===== src/rtl/umon_pkg.sv =====
package umon_pkg;
  typedef enum logic [1:0] {
    MODE_REAL = 2'd0,
    MODE_P16  = 2'd1,
    MODE_P32  = 2'd2,
    MODE_L64  = 2'd3
  } amode_e;

  typedef enum logic [2:0] {
    FLT_NONE = 3'd0,
    FLT_UD   = 3'd1,
    FLT_GP   = 3'd2,
    FLT_SS   = 3'd3,
    FLT_TXA  = 3'd4
  } fault_e;

  typedef enum logic [1:0] {
    MON_IDLE  = 2'd0,
    MON_ARMED = 2'd1,
    MON_TRIG  = 2'd2
  } mon_state_e;

  localparam logic [2:0] MTYPE_WB = 3'd6;
endpackage


===== src/rtl/umon_req_check.sv =====
module umon_req_check
  import umon_pkg::*;
#(
  parameter int ADDR_W  = 64,
  parameter int VA_BITS = 48,
  parameter int LIM_W   = 32
) (
  input  logic [1:0]        mode_i,
  input  logic [ADDR_W-1:0] ea_i,
  input  logic [ADDR_W-1:0] seg_base_i,
  input  logic [LIM_W-1:0]  seg_limit_i,
  input  logic              seg_is_ss_i,
  input  logic              seg_null_i,
  input  logic              feat_en_i,
  input  logic              in_txn_i,
  output fault_e            fault_o,
  output logic [ADDR_W-1:0] lin_o
);
  localparam int HI_W = ADDR_W - VA_BITS + 1;

  logic [ADDR_W-1:0] ea_w;
  logic [31:0]       sum32;
  logic [HI_W-1:0]   hi_bits;
  logic              canon_ok;
  fault_e            seg_flt;

  always_comb begin
    unique case (amode_e'(mode_i))
      MODE_P16: ea_w = {{(ADDR_W-16){1'b0}}, ea_i[15:0]};
      MODE_L64: ea_w = ea_i;
      default:  ea_w = {{(ADDR_W-32){1'b0}}, ea_i[31:0]};
    endcase
  end

  assign sum32    = seg_base_i[31:0] + ea_w[31:0];
  assign lin_o    = (amode_e'(mode_i) == MODE_L64) ? (seg_base_i + ea_w)
                                                   : {{(ADDR_W-32){1'b0}}, sum32};
  assign hi_bits  = lin_o[ADDR_W-1:VA_BITS-1];
  assign canon_ok = (&hi_bits) | ~(|hi_bits);
  assign seg_flt  = seg_is_ss_i ? FLT_SS : FLT_GP;

  // priority: feature off, transaction, then mode-specific segment checks
  always_comb begin
    fault_o = FLT_NONE;
    if (!feat_en_i) begin
      fault_o = FLT_UD;
    end else if (in_txn_i) begin
      fault_o = FLT_TXA;
    end else begin
      unique case (amode_e'(mode_i))
        MODE_REAL: if (ea_w > ADDR_W'(16'hFFFF)) fault_o = seg_flt;
        MODE_P16, MODE_P32: begin
          if (seg_null_i)                          fault_o = FLT_GP;
          else if (ea_w > ADDR_W'(seg_limit_i))    fault_o = seg_flt;
        end
        MODE_L64: if (!canon_ok) fault_o = seg_flt;
        default: fault_o = FLT_NONE;
      endcase
    end
  end
endmodule


===== src/rtl/umon_range.sv =====
module umon_range #(
  parameter int ADDR_W    = 64,
  parameter int LINE_LOG2 = 6,
  localparam int TAG_W    = ADDR_W - LINE_LOG2
) (
  input  logic              clk_i,
  input  logic              rst_ni,
  input  logic              load_i,
  input  logic [ADDR_W-1:0] lin_i,
  input  logic [ADDR_W-1:0] st_addr_i,
  output logic [TAG_W-1:0]  tag_o,
  output logic              hit_o
);
  logic [TAG_W-1:0] tag_q;
  logic             unused_lo;

  // offset bits inside the range never take part in matching
  assign unused_lo = ^{lin_i[LINE_LOG2-1:0], st_addr_i[LINE_LOG2-1:0]};

  always_ff @(posedge clk_i or negedge rst_ni) begin
    if (!rst_ni)     tag_q <= '0;
    else if (load_i) tag_q <= lin_i[ADDR_W-1:LINE_LOG2];
  end

  assign tag_o = tag_q;
  assign hit_o = (st_addr_i[ADDR_W-1:LINE_LOG2] == tag_q);
endmodule


===== src/rtl/umon_fsm.sv =====
module umon_fsm
  import umon_pkg::*;
(
  input  logic       clk_i,
  input  logic       rst_ni,
  input  logic       arm_ok_i,
  input  logic       st_hit_i,
  input  logic       consume_i,
  input  logic       legacy_arm_i,
  output mon_state_e state_o,
  output logic       legacy_nosleep_o
);
  mon_state_e state_q, state_d;
  logic       leg_q;

  always_comb begin
    state_d = state_q;
    if (arm_ok_i)                                state_d = MON_ARMED;
    else if (consume_i)                          state_d = MON_IDLE;
    else if (state_q == MON_ARMED && st_hit_i)   state_d = MON_TRIG;
  end

  always_ff @(posedge clk_i or negedge rst_ni) begin
    if (!rst_ni) begin
      state_q <= MON_IDLE;
      leg_q   <= 1'b0;
    end else begin
      state_q <= state_d;
      // user arm counts as the later event when both arrive together
      if (arm_ok_i)          leg_q <= 1'b1;
      else if (legacy_arm_i) leg_q <= 1'b0;
    end
  end

  assign state_o          = state_q;
  assign legacy_nosleep_o = leg_q;
endmodule


===== src/rtl/umon_unit.sv =====
module umon_unit
  import umon_pkg::*;
#(
  parameter int ADDR_W    = 64,
  parameter int VA_BITS   = 48,
  parameter int LINE_LOG2 = 6,
  localparam int TAG_W    = ADDR_W - LINE_LOG2
) (
  input  logic                 clk_i,
  input  logic                 rst_ni,
  input  logic                 arm_req_i,
  input  logic [1:0]           addr_mode_i,
  input  logic [ADDR_W-1:0]    eff_addr_i,
  input  logic [ADDR_W-1:0]    seg_base_i,
  input  logic [31:0]          seg_limit_i,
  input  logic                 seg_is_ss_i,
  input  logic                 seg_null_i,
  input  logic                 feat_en_i,
  input  logic                 in_txn_i,
  input  logic                 st_valid_i,
  input  logic [ADDR_W-1:0]    st_addr_i,
  input  logic [2:0]           st_mtype_i,
  input  logic                 wait_consume_i,
  input  logic                 legacy_arm_i,
  output logic                 armed_o,
  output logic                 triggered_o,
  output logic                 fault_valid_o,
  output logic [2:0]           fault_code_o,
  output logic                 legacy_nosleep_o,
  output logic [LINE_LOG2:0]   range_bytes_o
);
  fault_e            req_fault;
  logic [ADDR_W-1:0] req_lin;
  logic              arm_ok;
  logic              range_hit;
  logic              st_wb_hit;
  logic [TAG_W-1:0]  mon_tag;
  mon_state_e        mon_state;
  logic              flt_v_q;
  fault_e            flt_c_q;

  umon_req_check #(
    .ADDR_W (ADDR_W),
    .VA_BITS(VA_BITS),
    .LIM_W  (32)
  ) u_check (
    .mode_i      (addr_mode_i),
    .ea_i        (eff_addr_i),
    .seg_base_i  (seg_base_i),
    .seg_limit_i (seg_limit_i),
    .seg_is_ss_i (seg_is_ss_i),
    .seg_null_i  (seg_null_i),
    .feat_en_i   (feat_en_i),
    .in_txn_i    (in_txn_i),
    .fault_o     (req_fault),
    .lin_o       (req_lin)
  );

  assign arm_ok = arm_req_i && (req_fault == FLT_NONE);

  umon_range #(
    .ADDR_W   (ADDR_W),
    .LINE_LOG2(LINE_LOG2)
  ) u_range (
    .clk_i     (clk_i),
    .rst_ni    (rst_ni),
    .load_i    (arm_ok),
    .lin_i     (req_lin),
    .st_addr_i (st_addr_i),
    .tag_o     (mon_tag),
    .hit_o     (range_hit)
  );

  assign st_wb_hit = st_valid_i && (st_mtype_i == MTYPE_WB) && range_hit;

  umon_fsm u_fsm (
    .clk_i            (clk_i),
    .rst_ni           (rst_ni),
    .arm_ok_i         (arm_ok),
    .st_hit_i         (st_wb_hit),
    .consume_i        (wait_consume_i),
    .legacy_arm_i     (legacy_arm_i),
    .state_o          (mon_state),
    .legacy_nosleep_o (legacy_nosleep_o)
  );

  always_ff @(posedge clk_i or negedge rst_ni) begin
    if (!rst_ni) begin
      flt_v_q <= 1'b0;
      flt_c_q <= FLT_NONE;
    end else begin
      flt_v_q <= arm_req_i && (req_fault != FLT_NONE);
      flt_c_q <= arm_req_i ? req_fault : FLT_NONE;
    end
  end

  assign armed_o       = (mon_state == MON_ARMED);
  assign triggered_o   = (mon_state == MON_TRIG);
  assign fault_valid_o = flt_v_q;
  assign fault_code_o  = flt_c_q;
  assign range_bytes_o = {1'b1, {LINE_LOG2{1'b0}}};
endmodule


===== config.mk =====
export PLATFORM = sky130hd
export DESIGN_NAME = umon_unit
export DESIGN_NICKNAME = d
export VERILOG_FILES = /design/src/rtl/umon_pkg.sv /design/src/rtl/umon_req_check.sv /design/src/rtl/umon_range.sv /design/src/rtl/umon_fsm.sv /design/src/rtl/umon_unit.sv
export SDC_FILE = /design/constraint.sdc
export NUM_CORES = 1
export LEC_CHECK = 0
export BUFFER_PORTS_ARGS = -buffer_cell sky130_fd_sc_hd__buf_2
export CAP_MARGIN = 20
export CORE_MARGIN = 2
export CORE_UTILIZATION = 40
export CTS_CLUSTER_DIAMETER = 120
export CTS_CLUSTER_SIZE = 8
export DETAILED_ROUTE_END_ITERATION = 10
export GPL_ROUTABILITY_DRIVEN = 1
export PLACE_DENSITY = 0.67
export SYNTH_ARGS = -nofsm -noshare
export SYNTH_HDL_FRONTEND = slang
export SYNTH_HIERARCHICAL = 1
export SYNTH_SLANG_ARGS = --single-unit

===== constraint.sdc =====
create_clock -name clk_i -period 4.9 [get_ports clk_i]
set_input_delay 1.225 -clock clk_i [delete_from_list [all_inputs] [get_ports clk_i]]
set_output_delay 1.225 -clock clk_i [all_outputs]
set_load 0.005 [all_outputs]

Yosys cells after proc, flatten, opt, wreduce, memory -nomap -nowiden
Index checks and enable logic that the tools add are counted.
{"block": "word_totals", "reg_bits": 65, "input_bits": 239, "elab_cells": 47}
{"block": "classes", "n_addsub": 2, "magnitude_cmp": 2, "n_eq_ne": 7, "n_mux": 16, "bitwise_logic": 2, "reduce_logical": 13}
{"cell": "64-bit case mux with 2 select lines", "n": 1}
{"cell": "64-bit adder", "n": 1}
{"cell": "64-bit by 16-bit greater-than comparator with 1-bit output (second input constant)", "n": 1}
{"cell": "64-bit by 32-bit greater-than comparator with 1-bit output", "n": 1}
{"cell": "64-bit 2-to-1 mux", "n": 1}
{"cell": "58-bit equality test", "n": 1}
{"cell": "32-bit adder", "n": 1}
{"cell": "3-bit 2-to-1 mux", "n": 7}
{"cell": "17-bit AND reduction", "n": 1}
{"cell": "17-bit OR reduction", "n": 1}
{"cell": "3-bit case mux with 3 select lines", "n": 1}
{"cell": "2-bit equality test (second input constant)", "n": 3}
{"cell": "2-bit 2-to-1 mux", "n": 3}
{"cell": "3-bit nonzero test", "n": 2}
{"cell": "1-bit logical AND", "n": 5}
{"cell": "2-bit by 1-bit equality test with 1-bit output (second input constant)", "n": 2}
{"cell": "3-bit equality test (second input constant)", "n": 1}
{"cell": "3-bit zero test", "n": 1}
{"cell": "1-bit 2-to-1 mux", "n": 3}
{"cell": "2-bit zero test", "n": 1}
{"cell": "2-bit nonzero test", "n": 1}
{"cell": "2-bit OR reduction", "n": 1}
{"cell": "1-bit NOT", "n": 1}
{"cell": "1-bit bitwise OR", "n": 1}

Logic depth before layout (Yosys ltp)
Gate-level depths: netlist of run 1.
{"block": "depth", "ltp_word": 14, "mapped_depth": 26, "mapped_depth_nobuf": 20}

Modules after synthesis
Netlist of run 1, hierarchy kept.
{"mod": "umon_req_check", "n_inst": 1, "cells_per_inst": 942, "area_each_um2": 6306.0}
{"mod": "umon_range", "n_inst": 1, "cells_per_inst": 200, "area_each_um2": 2770.2}
{"mod": "umon_unit", "n_inst": 1, "cells_per_inst": 24, "area_each_um2": 230.2}
{"mod": "umon_fsm", "n_inst": 1, "cells_per_inst": 10, "area_each_um2": 115.1}

Worst setup path before layout of run 1
No wires, ideal clock.
{"block": "synth_path", "path_type": "input -> register", "start": "in addr_mode_i[0]", "end": "reg u_range.tag_q[36], in the netlist u_range/tag_o[36]", "arrival_time_ns": 6.623, "required_time_ns": 4.775, "path_slack_ns": -1.848, "path_stages": 26, "n_path_buf": 8, "path_cell_list": "ha_1 -> clkdlybuf4s50_2 -> bufbuf_16 -> clkbuf_1 -> clkbuf_1 -> and2_1 -> ha_1 -> buf_2 -> and4_1 -> clkbuf_1 -> and2_1 -> a211oi_1 -> a311oi_1 -> a211oi_1 -> xnor2_1 -> o2111ai_1 -> nor4b_1 -> and4_4 -> nand4_1 -> mux2i_1 -> a22oi_1 -> nor3_2 -> and2_1 -> buf_2 -> buf_2 -> mux2_2"}
{"block": "synth_via", "elab_chain_len": 13, "elab_cells_between_ends": 23, "classes_between": "add/sub: 1; order compare: 2; eq/ne: 3; mux: 9; bitwise: 2; reduce/logical: 6"}
{"element": "start, declared", "line": "umon_unit.sv:12", "source": "input logic [1:0] addr_mode_i,"}
{"element": "2-bit equality test / 2-bit by 1-bit equality test with 1-bit output (equally long branches)", "line": "umon_req_check.sv:28, umon_req_check.sv:36, umon_req_check.sv:50"}
{"element": "64-bit case mux with 2 select lines", "line": "umon_req_check.sv:28", "source": "unique case (amode_e'(mode_i))"}
{"element": "64-bit adder", "line": "umon_req_check.sv:36", "source": "assign lin_o = (amode_e'(mode_i) == MODE_L64) ? (seg_base_i + ea_w)"}
{"element": "64-bit 2-to-1 mux", "line": "umon_req_check.sv:36"}
{"element": "17-bit OR reduction", "line": "umon_req_check.sv:39", "source": "assign canon_ok = (&hi_bits) | ~(|hi_bits);"}
{"element": "1-bit NOT", "line": "umon_req_check.sv:39"}
{"element": "1-bit bitwise OR", "line": "umon_req_check.sv:39"}
{"element": "3-bit 2-to-1 mux", "line": "umon_req_check.sv:56", "source": "MODE_L64: if (!canon_ok) fault_o = seg_flt;"}
{"element": "3-bit case mux with 3 select lines (*)", "line": "umon_req_check.sv:50", "source": "unique case (amode_e'(mode_i))"}
{"element": "3-bit 2-to-1 mux (*)", "line": "umon_req_check.sv:47", "source": "end else if (in_txn_i) begin"}
{"element": "3-bit 2-to-1 mux (*)", "line": "umon_req_check.sv:45", "source": "if (!feat_en_i) begin"}
{"element": "net req_fault[0]", "line": "umon_unit.sv:32", "source": "fault_e req_fault;"}
{"element": "3-bit zero test (*)", "line": "umon_unit.sv:59", "source": "assign arm_ok = arm_req_i && (req_fault == FLT_NONE);"}
{"element": "1-bit logical AND (*)", "line": "umon_unit.sv:59"}
{"element": "net arm_ok", "line": "umon_unit.sv:34", "source": "logic arm_ok;"}
{"element": "end signal, assigned", "line": "umon_range.sv:22", "source": "else if (load_i) tag_q <= lin_i[ADDR_W-1:LINE_LOG2];"}
{"element": "end, declared", "line": "umon_range.sv:14", "source": "logic [TAG_W-1:0] tag_q;"}
Mark *: on every way through the listed nets, which the timed path passes. The rest lies on a longest branch.
A chain may end at the register's enable or synchronous reset.

Worst setup path after layout of run 1
{"block": "layout_path", "start": "in addr_mode_i[1]", "end": "reg u_range.tag_q[2], in the netlist u_range/tag_o[2]"}
{"block": "layout_via", "elab_chain_len": 13, "elab_cells_between_ends": 23, "classes_between": "add/sub: 1; order compare: 2; eq/ne: 3; mux: 9; bitwise: 2; reduce/logical: 6"}
{"element": "2-bit equality test / 2-bit by 1-bit equality test with 1-bit output (equally long branches)", "line": "umon_req_check.sv:28, umon_req_check.sv:36"}
{"element": "64-bit case mux with 2 select lines", "line": "umon_req_check.sv:28"}
{"element": "64-bit adder", "line": "umon_req_check.sv:36"}
{"element": "64-bit 2-to-1 mux (*)", "line": "umon_req_check.sv:36"}
{"element": "net req_lin[50]", "line": "umon_unit.sv:33", "source": "logic [ADDR_W-1:0] req_lin;"}
{"element": "17-bit OR reduction", "line": "umon_req_check.sv:39"}
{"element": "1-bit NOT", "line": "umon_req_check.sv:39"}
{"element": "1-bit bitwise OR (*)", "line": "umon_req_check.sv:39"}
{"element": "3-bit 2-to-1 mux (*)", "line": "umon_req_check.sv:56"}
{"element": "3-bit case mux with 3 select lines (*)", "line": "umon_req_check.sv:50"}
{"element": "3-bit 2-to-1 mux (*)", "line": "umon_req_check.sv:47"}
{"element": "3-bit 2-to-1 mux (*)", "line": "umon_req_check.sv:45"}
{"element": "net req_fault[1]", "line": "umon_unit.sv:32"}
{"element": "3-bit zero test (*)", "line": "umon_unit.sv:59"}
{"element": "1-bit logical AND (*)", "line": "umon_unit.sv:59"}
{"element": "net arm_ok", "line": "umon_unit.sv:34"}
Marked as above.

==> flow_metrics.tcl, run 1 <==
set metrics [dict create \
    outcome "finished, violations left" \
    violations "setup timing" \
    rsz0062_at_grt "yes" \
    seq_area_um2 1630 \
    max-slew-margin-rel_pct 45.3 \
    crit_top_cell "buf_4" \
    gp_congestion 1.01 \
    cp_data_arrival_time_ns 6.05 \
    reg2reg_to "u_fsm/state_o[0]" \
    dr_wl_met3_um 2540 \
    holdPathEnd "u_fsm/legacy_nosleep_o" \
    syn_to_final_growth_pct 58.4 \
    ir_drop_uv 192 \
    drive_gt1_share_pct 47.7 \
    r2r_cells 8 \
    antenna_found_initial 0 \
    yosys_warnings 6 \
    crit_cells 30 \
    cp.required_ns 5.12 \
    fillerInstances 1977 \
    holdBufCountCts 0 \
    io_buffers 239 \
    reg2reg_from "u_range/tag_o[12]" \
    grt_pass1_vias 10905 \
    combPwrFrac_pct 52.5 \
    drc 0 \
    avgRoutedWirePerCell_um 18.1 \
    path_clk_slew_ns 0.05 \
    multiInputGateArea_um2 8100 \
    grt_pass1_wl_um 57000 \
    synth_area_um2 9360 \
    num_vias 11060 \
    cts_tree "built" \
    min_period_ns 5.84 \
    htree_levels 3 \
    fin_worst_skew_ns 0.00451 \
    cts.path.max_buffers 2 \
    fin_nets 2089 \
    setup_viol 64 \
    die_width_um 157 \
    root_buffer "clkbuf_16" \
    critPathSlowestCell "o211ai_1" \
    worstMarginPinSlew_ns 0.821 \
    synth_area_per_cell_um2 8.02 \
    floorplan.initialDensity_pct 41.1 \
    synthCells 1167 \
    numCtsBuffers 9 \
    critPathLaunchType "input pin" \
    viasPerCell 5.37 \
    overflow 0 \
    p_seq_share_pct 25.5 \
    wl_met2_um 17500 \
    fin_crit_sh_pct 119 \
    r2r_slack_ns 2.41 \
    cp_max_fo 8 \
    routed_wl_um 37300 \
    fin_setup_tns_ns -54.95 \
    crit_type "input pin to flop" \
    max_freq_ghz 0.171 \
    drt_iter0_drc 695 \
    die_h_um 157 \
    p_leak_uw 0.00727 \
    sw_frac_of_total_pct 36.1 \
    top_layer "met4" \
    drv_slew 0 \
    crit_buf_inv 12 \
    wl_met1_um 16800 \
    p_clk_share_pct 22.1 \
    fp-row-count 55 \
    track_usage_pct 29.6 \
    hold_viol_final 0 \
    postRouteAntennaNets 0 \
    n_antenna_cell 0 \
    power.internal_uw 2050 \
    clock-sinks 65 \
    io_pins 253 \
    powerDensity_nw_per_um2 216 \
    slowest_delay_ns 0.36 \
    hp-class "flop to flop" \
    dr.pass1.iters 5 \
    hpwl_um 30800 \
    hold_start "u_fsm/legacy_nosleep_o" \
    p_sw_uw 1160 \
    placed_cell_area_um2 13400 \
    drv_cap 0 \
    core_um2 22800 \
    stdcell_area_um2 14800 \
    clk_latency_ns 0.34 \
    whs_path_depth 1 \
    grt_start_max_net_pins 39 \
    fp.dieArea_um2 24600 \
    cp-end-kind "flop" \
    setup_ws_ns -0.936 \
    critPathTopFamily "buffers and inverters" \
]
-- layer usage --
metal  vias to the layer above  GRT usage, %
li1                       5376             -
met1                      5234          40.4
met2                       404          50.6
met3                        46          3.17
met4                         0          6.03
met5                         -             0
-- cells in the final DEF, fill, tap and decap left out, types with 10 or more instances in the layout --
| cell type | n |
|---|---|
| a21o_1 | 16 |
| a21oi_2 | 17 |
| nor2_1 | 80 |
| nand4_1 | 42 |
| xnor2_1 | 26 |
| xor2_1 | 83 |
| nor3_1 | 13 |
| ha_1 | 79 |
| and2_4 | 18 |
| inv_1 | 46 |
| o211ai_1 | 10 |
| ha_4 | 25 |
| o21ai_1 | 16 |
| mux2_2 | 15 |
| o21ai_0 | 50 |
| nand3_1 | 15 |
| mux2_4 | 43 |
| nor4_1 | 30 |
| nand2_1 | 103 |
| o21a_1 | 16 |
| dfrtp_1 | 65 |
| buf_4 | 359 |
| buf_2 | 237 |
| and2_1 | 44 |
| a21oi_1 | 93 |
-- cell type report --
type	count	area share (%)
multi-input cells	1005	54.6
repair buffers	612	28.2
flip-flops and latches	65	11.0
well taps	313	2.64
clock buffers	13	1.82
inverters	50	1.33
clock inverters	2	0.405
-- repair_timing --
action	4_1_cts	5_1_grt
endpoints found under the setup margin	64	64
gates resized for setup	96	53
pin swaps	37	30
buffers inserted	27	10
cloned	5	0
-- power groups by stage --
stage	logic (uW)	clock network [uW]	registers (uW)
after floorplan	844	0	763
after global placement	1440	0	807
after global routing	1800	735	830
after detailed placement	1470	0	814
after CTS	1600	712	811
final	1680	708	817
-- flip-flops by register name, summed over array words and instances, names as in the netlist --
signal and count:
fault_code_o 3, u_fsm/legacy_nosleep_o 1, u_range/tag_o 58, u_fsm/state_o 2
fault_valid_o 1
-- worst max path at each step --
stage	slack, ns	end	startpoint
2_1_floorplan	-0.73	u_range/tag_o[36]	addr_mode_i[1]
3_3_place_gp	-1.31	u_range/tag_o[57]	addr_mode_i[1]
3_5_place_dp	-1.43	u_range/tag_o[28]	addr_mode_i[1]
4_1_cts	-0.89	u_range/tag_o[30]	addr_mode_i[0]
5_1_grt	-1.14	u_range/tag_o[2]	addr_mode_i[0]
6_report	-0.94	u_range/tag_o[2]	addr_mode_i[1]
-- metrics by stage --
stage	std cells	worst slack (ns)	power [uW]	utilization, %	hold slack (ns)
after floorplan	1172	-0.728	1610	-	0.477
final	2060	-0.936	3210	65.1	0.471
after global placement	2010	-1.31	2250	59.0	0.456
after global routing	2060	-1.14	3360	65.1	0.500
after detailed placement	2010	-1.43	2280	59.0	0.464
after CTS	2057	-0.893	3120	63.9	0.475
Note: power is estimated with default switching activity, not from simulation.
==> run 2, diff against run 1 <==
Settings changed: BUFFER_PORTS_ARGS -buffer_cell sky130_fd_sc_hd__buf_2 to -buffer_cell sky130_fd_sc_hd__buf_4, SKIP_CTS_REPAIR_TIMING set to 1.
==> run 2 against run 1 <==
  * The flow still finishes with violations (setup timing)
  * Sequential share of layout area is 0.43 points lower
  * Flip-flop and latch count unchanged
  * Non-clock buffer count is 19 lower
  * Clock skew rose by 0.00093 ns
  * First-iteration DRC count is 6.8% lower
  * Critical path type unchanged
==> flow_metrics.tcl, run 2 (same netlist as run 1, synthesis figures left out) <==
set metrics [dict create \
    crit_type "input pin to flop" \
    hpwl_um 30700 \
    powerDensity_nw_per_um2 208 \
    hp-class "flop to flop" \
    io_pins 253 \
    cts.path.max_buffers 2 \
    htree_levels 3 \
    reg2reg_to "u_fsm/state_o[0]" \
    ir_drop_uv 183 \
    core_um2 22800 \
    max_freq_ghz 0.168 \
    worstMarginPinSlew_ns 0.806 \
    routed_wl_um 37500 \
    cp_data_arrival_time_ns 6.15 \
    fin_nets 2071 \
    fp-row-count 55 \
    n_antenna_cell 0 \
    critPathSlowestCell "or4_4" \
    syn_to_final_growth_pct 64.8 \
    p_seq_share_pct 25.5 \
    antenna_found_initial 0 \
    cp-end-kind "flop" \
    postRouteAntennaNets 0 \
    hold_viol_final 0 \
    overflow 0 \
    violations "setup timing" \
    crit_chain "buf_8 -> ha_4 -> inv_8 -> nand2_8 -> and2_4 -> ha_4 -> nand4_1 -> or4_4 -> nand3b_4 -> o211ai_4 -> nor2_4 -> o41ai_4 -> xor2_2 -> buf_4 -> o31a_2 -> nor3_2 -> nand4b_1 -> mux2i_2 -> buf_4 -> a31oi_4 -> nor3_4 -> and2_4 -> clkbuf_16 -> mux2_2" \
    p_clk_share_pct 19.6 \
    root_buffer "clkbuf_16" \
    fin_crit_sh_pct 121 \
    fin_worst_skew_ns 0.00545 \
    drt_iter0_drc 648 \
    hold_start "u_fsm/legacy_nosleep_o" \
    dr.pass1.iters 5 \
    max-slew-margin-rel_pct 46.3 \
    drive_gt1_share_pct 48.4 \
    p_leak_uw 0.00740 \
    min_period_ns 5.94 \
    holdPathEnd "u_fsm/legacy_nosleep_o" \
    cp_max_fo 8 \
    fp.dieArea_um2 24600 \
    grt_start_max_net_pins 66 \
    numCtsBuffers 9 \
    cts_tree "built" \
    die_h_um 157 \
    fillerInstances 1870 \
    die_width_um 157 \
    clock-sinks 65 \
    combPwrFrac_pct 54.8 \
    largest_reg_flops 58 \
    total_power_uw 3200 \
    critPathLaunchType "input pin" \
    seq_area_um2 1630 \
    drv_slew 0 \
    hold_ws_ns 0.484 \
    r2r_slack_ns 2.52 \
    path_clk_slew_ns 0.05 \
    drc 0 \
    viasPerCell 5.37 \
    cp.required_ns 5.11 \
    sw_frac_of_total_pct 36.5 \
    post-route-util_pct 67.7 \
    floorplan.initialDensity_pct 41.1 \
    num_vias 10968 \
    outcome "finished, violations left" \
    avgRoutedWirePerCell_um 18.4 \
    slowest_delay_ns 0.58 \
    rsz0062_at_grt "yes" \
    grt_pass1_wl_um 54600 \
    r2r_cells 8 \
    grt_pass1_vias 10617 \
    setup_ws_ns -1.04 \
    io_buffers 239 \
    layout_common_cells "buf_4 (578), nand2_1 (104), a21oi_1 (88), xor2_1 (83), nor2_1 (78)" \
    drv_cap 0 \
    clk_latency_ns 0.33 \
    multiInputGateArea_um2 8310 \
    reg2reg_from "u_range/tag_o[12]" \
    gp_congestion 0.966 \
    mostFrequentLayoutCell "buf_4" \
    power.internal_uw 2030 \
    track_usage_pct 28.2 \
    p_sw_uw 1170 \
    whs_path_depth 1 \
    setup_viol 64 \
    fin_setup_tns_ns -59.78 \
]
==> run 2: cell types whose count changed in the layout (fill, tap and decap cells not counted), sizes merged <==
| cell | before | now |
|---|---|---|
| and2 | 65 | 66 |
| buf | 611 | 589 |
| clkbuf | 13 | 17 |
| bufinv | 2 | 1 |
| clkinv | 0 | 2 |
| bufbuf | 1 | 0 |
==> run 2: worst max-delay path, delay by kind of cell <==
kind            cells  cell delay, ns
simple gates       10            2.12
compound gates      4            0.85
buf+inv             5            0.72
mux                 2            0.55
fa+ha+maj           2            0.47
xor+xnor            1            0.16
==> run 2: worst max-delay path by stage <==
stage	depth (start not counted)	slack, ns	from	end
after global placement	23	-1.28	addr_mode_i[1]	u_range/tag_o[10]
after floorplan	25	-0.73	addr_mode_i[1]	u_range/tag_o[36]
final	24	-1.04	addr_mode_i[0]	u_range/tag_o[31]
after CTS	23	-1.13	addr_mode_i[1]	u_range/tag_o[1]
after global routing	27	-1.13	addr_mode_i[0]	u_range/tag_o[31]
after detailed placement	23	-1.45	addr_mode_i[1]	u_range/tag_o[10]
==> run 2: metal layers <==
metal / vias to the layer above / track usage (%) / wire [um]
met3: 56 / 3.55 / 2600
met4: 0 / 5.55 / 653
met1: 5158 / 39.7 / 16800
li1: 5342 / - / -
met5: - / 0 / 0
met2: 412 / 46.4 / 17500
==> run 2: cell type report <==
type	count	share of cell area [%]
clock inverter	3	0.260
tap	313	2.54
timing repair buffer	593	29.9
inverter	50	1.28
multi-input combinational	1006	53.9
clock buffer	13	1.62
sequential	65	10.5
==> run 2: power groups by stage <==
| stage | Sequential [uW] | Combinational [uW] | Clock, uW |
|---|---|---|---|
| 3_5_place_dp | 813 | 1520 | 0 |
| 4_1_cts | 806 | 1530 | 635 |
| 3_3_place_gp | 805 | 1490 | 0 |
| 6_report | 818 | 1760 | 628 |
| 5_1_grt | 834 | 1870 | 664 |
| 2_1_floorplan | 763 | 844 | 0 |
==> run 2: stage by stage <==
stage	worst slack, ns	cells	instance area, um2
global placement	-1.28	2000	14000
finish	-1.04	2043	15400
global route	-1.13	2043	15400
floorplan	-0.728	1172	9800
detailed placement	-1.45	2000	14000
CTS	-1.13	2016	14300
==> run 3, diff against run 2 <==
Clock period 4.9 ns to 6.8 ns, I/O delays scaled along.
==> run 3 against run 2 <==
  * The run now ends clean
  * Cell count decreased by 7.0%
  * Setup slack better by 1.1 ns
  * Critical path depth grew 4
  * Total power decreased by 35%
  * Combinational power is 42% lower
  * Global-route usage shrank 0.50 points
  * Sequential share of layout area increased by 1.7 points
  * Via count fell by 7.2%
  * Routed wire length down 7.5%
  * Clock skew decreased by 0.0023 ns
  * Flip-flop and latch count did not move
  * Highest routed layer unchanged
==> flow_metrics.tcl, run 3 (same netlist as run 1, synthesis figures left out) <==
set metrics [dict create \
    power.internal_uw 1330 \
    sw_frac_of_total_pct 35.4 \
    numCtsBuffers 9 \
    antenna_found_initial 0 \
    mostFrequentLayoutCell "buf_4" \
    overflow 0 \
    die_width_um 157 \
    postRouteAntennaNets 0 \
    ir_drop_uv 106 \
    cp-end-kind "flop" \
    min_period_ns 6.70 \
    hpwl_um 30000 \
    gp_congestion 0.973 \
    final_cells 1900 \
    io_pins 253 \
    crit_top_cell "buf_4" \
    max-slew-margin-rel_pct 46.3 \
    crit_type "input pin to flop" \
    io_buffers 239 \
    fp.dieArea_um2 24600 \
    holdPathEnd "u_fsm/legacy_nosleep_o" \
    clock-sinks 65 \
    critPathTopFamily "simple AND/OR/NAND/NOR gates" \
    largest_reg_flops 58 \
    root_buffer "clkbuf_16" \
    slowest_delay_ns 0.34 \
    fillerInstances 2160 \
    outcome "finished clean" \
    layout_common_cells "buf_4 (448), a21oi_1 (111), nand2_1 (108), ha_1 (103), nor2_1 (84)" \
    p_seq_share_pct 27.4 \
    p_sw_uw 731 \
    dr.pass1.iters 5 \
    hold_viol_final 0 \
    reg2reg_to "u_fsm/state_o[0]" \
    critPathLaunchType "input pin" \
    viasPerCell 5.35 \
    cp.required_ns 7.01 \
    clk_latency_ns 0.32 \
    cp_data_arrival_time_ns 6.90 \
    drc 0 \
    reg2reg_from "u_range/tag_o[22]" \
    fin_nets 1929 \
    hp-class "flop to flop" \
    floorplan.initialDensity_pct 41.1 \
    drv_slew 0 \
    stdcell_area_um2 13300 \
    die_h_um 157 \
    drive_gt1_share_pct 36.9 \
    cp_max_fo 16 \
    syn_to_final_growth_pct 42.2 \
    max_freq_ghz 0.149 \
    crit_buf_inv 9 \
    routed_wl_um 34700 \
    track_usage_pct 27.7 \
    critPathSlowestCell "mux2_2" \
    cts_tree "built" \
    r2r_cells 8 \
    powerDensity_nw_per_um2 155 \
    placed_cell_area_um2 12800 \
    worstMarginPinSlew_ns 0.806 \
    dp_cells 1879 \
    num_vias 10173 \
    hold_start "u_fsm/legacy_nosleep_o" \
    core_um2 22800 \
    p_leak_uw 0.00648 \
    grt_pass1_vias 10160 \
    n_antenna_cell 0 \
    p_clk_share_pct 23.4 \
    avgRoutedWirePerCell_um 18.3 \
    grt_start_max_net_pins 66 \
    r2r_slack_ns 4.52 \
    combPwrFrac_pct 49.2 \
    setup_viol 0 \
    path_clk_slew_ns 0.05 \
    drv_cap 0 \
    grt_pass1_wl_um 52800 \
    drt_iter0_drc 566 \
    htree_levels 3 \
    fin_crit_sh_pct 98.5 \
    cts.path.max_buffers 2 \
    fin_worst_skew_ns 0.00313 \
    fp-row-count 55 \
    whs_path_depth 1 \
]
run 3: cell count changes in the layout (fill, tap and decap cells not counted), sizes merged:
cell    delta
and2       -1
buf      -138
bufinv     +1
clkbuf     -3
clkinv     -1
nand2      -1
run 3: power by group through the flow:
| stage | logic, uW | registers [uW] | clock network [uW] |
|---|---|---|---|
| 6_report | 1020 | 566 | 484 |
| 5_1_grt | 1110 | 579 | 512 |
| 4_1_cts | 988 | 567 | 490 |
| 3_5_place_dp | 982 | 574 | 0 |
| 3_3_place_gp | 968 | 566 | 0 |
| 2_1_floorplan | 571 | 549 | 0 |
run 3: worst reg2reg max path: cells and delay by family, from the launching register on:
family	cells	cell delay [ns]
flops	1	0.39
simple gates	6	1.41
xor+xnor	1	0.16
compound gates	1	0.21
run 3: how the worst max path moves through the flow:
stage          depth (start not counted)            from                end
3_3_place_gp                          25  addr_mode_i[0]  u_range/tag_o[49]
2_1_floorplan                         26  addr_mode_i[0]  u_range/tag_o[36]
6_report                              28  addr_mode_i[0]  u_range/tag_o[48]
4_1_cts                               25  addr_mode_i[0]  u_range/tag_o[44]
3_5_place_dp                          25  addr_mode_i[0]  u_range/tag_o[44]
5_1_grt                               25  addr_mode_i[0]   u_range/tag_o[4]
run 3: metrics by stage:
stage,setup WS [ns],util [%],power (uW),hold slack (ns),TNS (ns)
2_1_floorplan,0.108,-,1120,0.477,0
3_3_place_gp,-0.204,56.0,1530,0.463,-11.11
3_5_place_dp,-0.293,56.0,1560,0.494,-15.47
4_1_cts,0.0279,57.4,2040,0.505,0
5_1_grt,-0.0810,58.4,2200,0.524,-3.28
6_report,0.104,58.4,2070,0.507,0
run 3: per-layer routing:
layer  share of wire (%)  GRT usage (%)
met4                 1.5           5.99
met2                  47           47.4
met1                  45           37.5
met3                 6.5           3.08
met5                   0              0
run 3: layout make-up:
cell class	instances	area (um2)	share of cell area [%]
clock buffer	12	246	1.85
clock inverter	3	65.1	0.489
multi-input combinational	1004	7320	55.0
inverter	50	188	1.41
timing repair buffer	453	3470	26.1
sequential	65	1630	12.2
tap	313	392	2.94
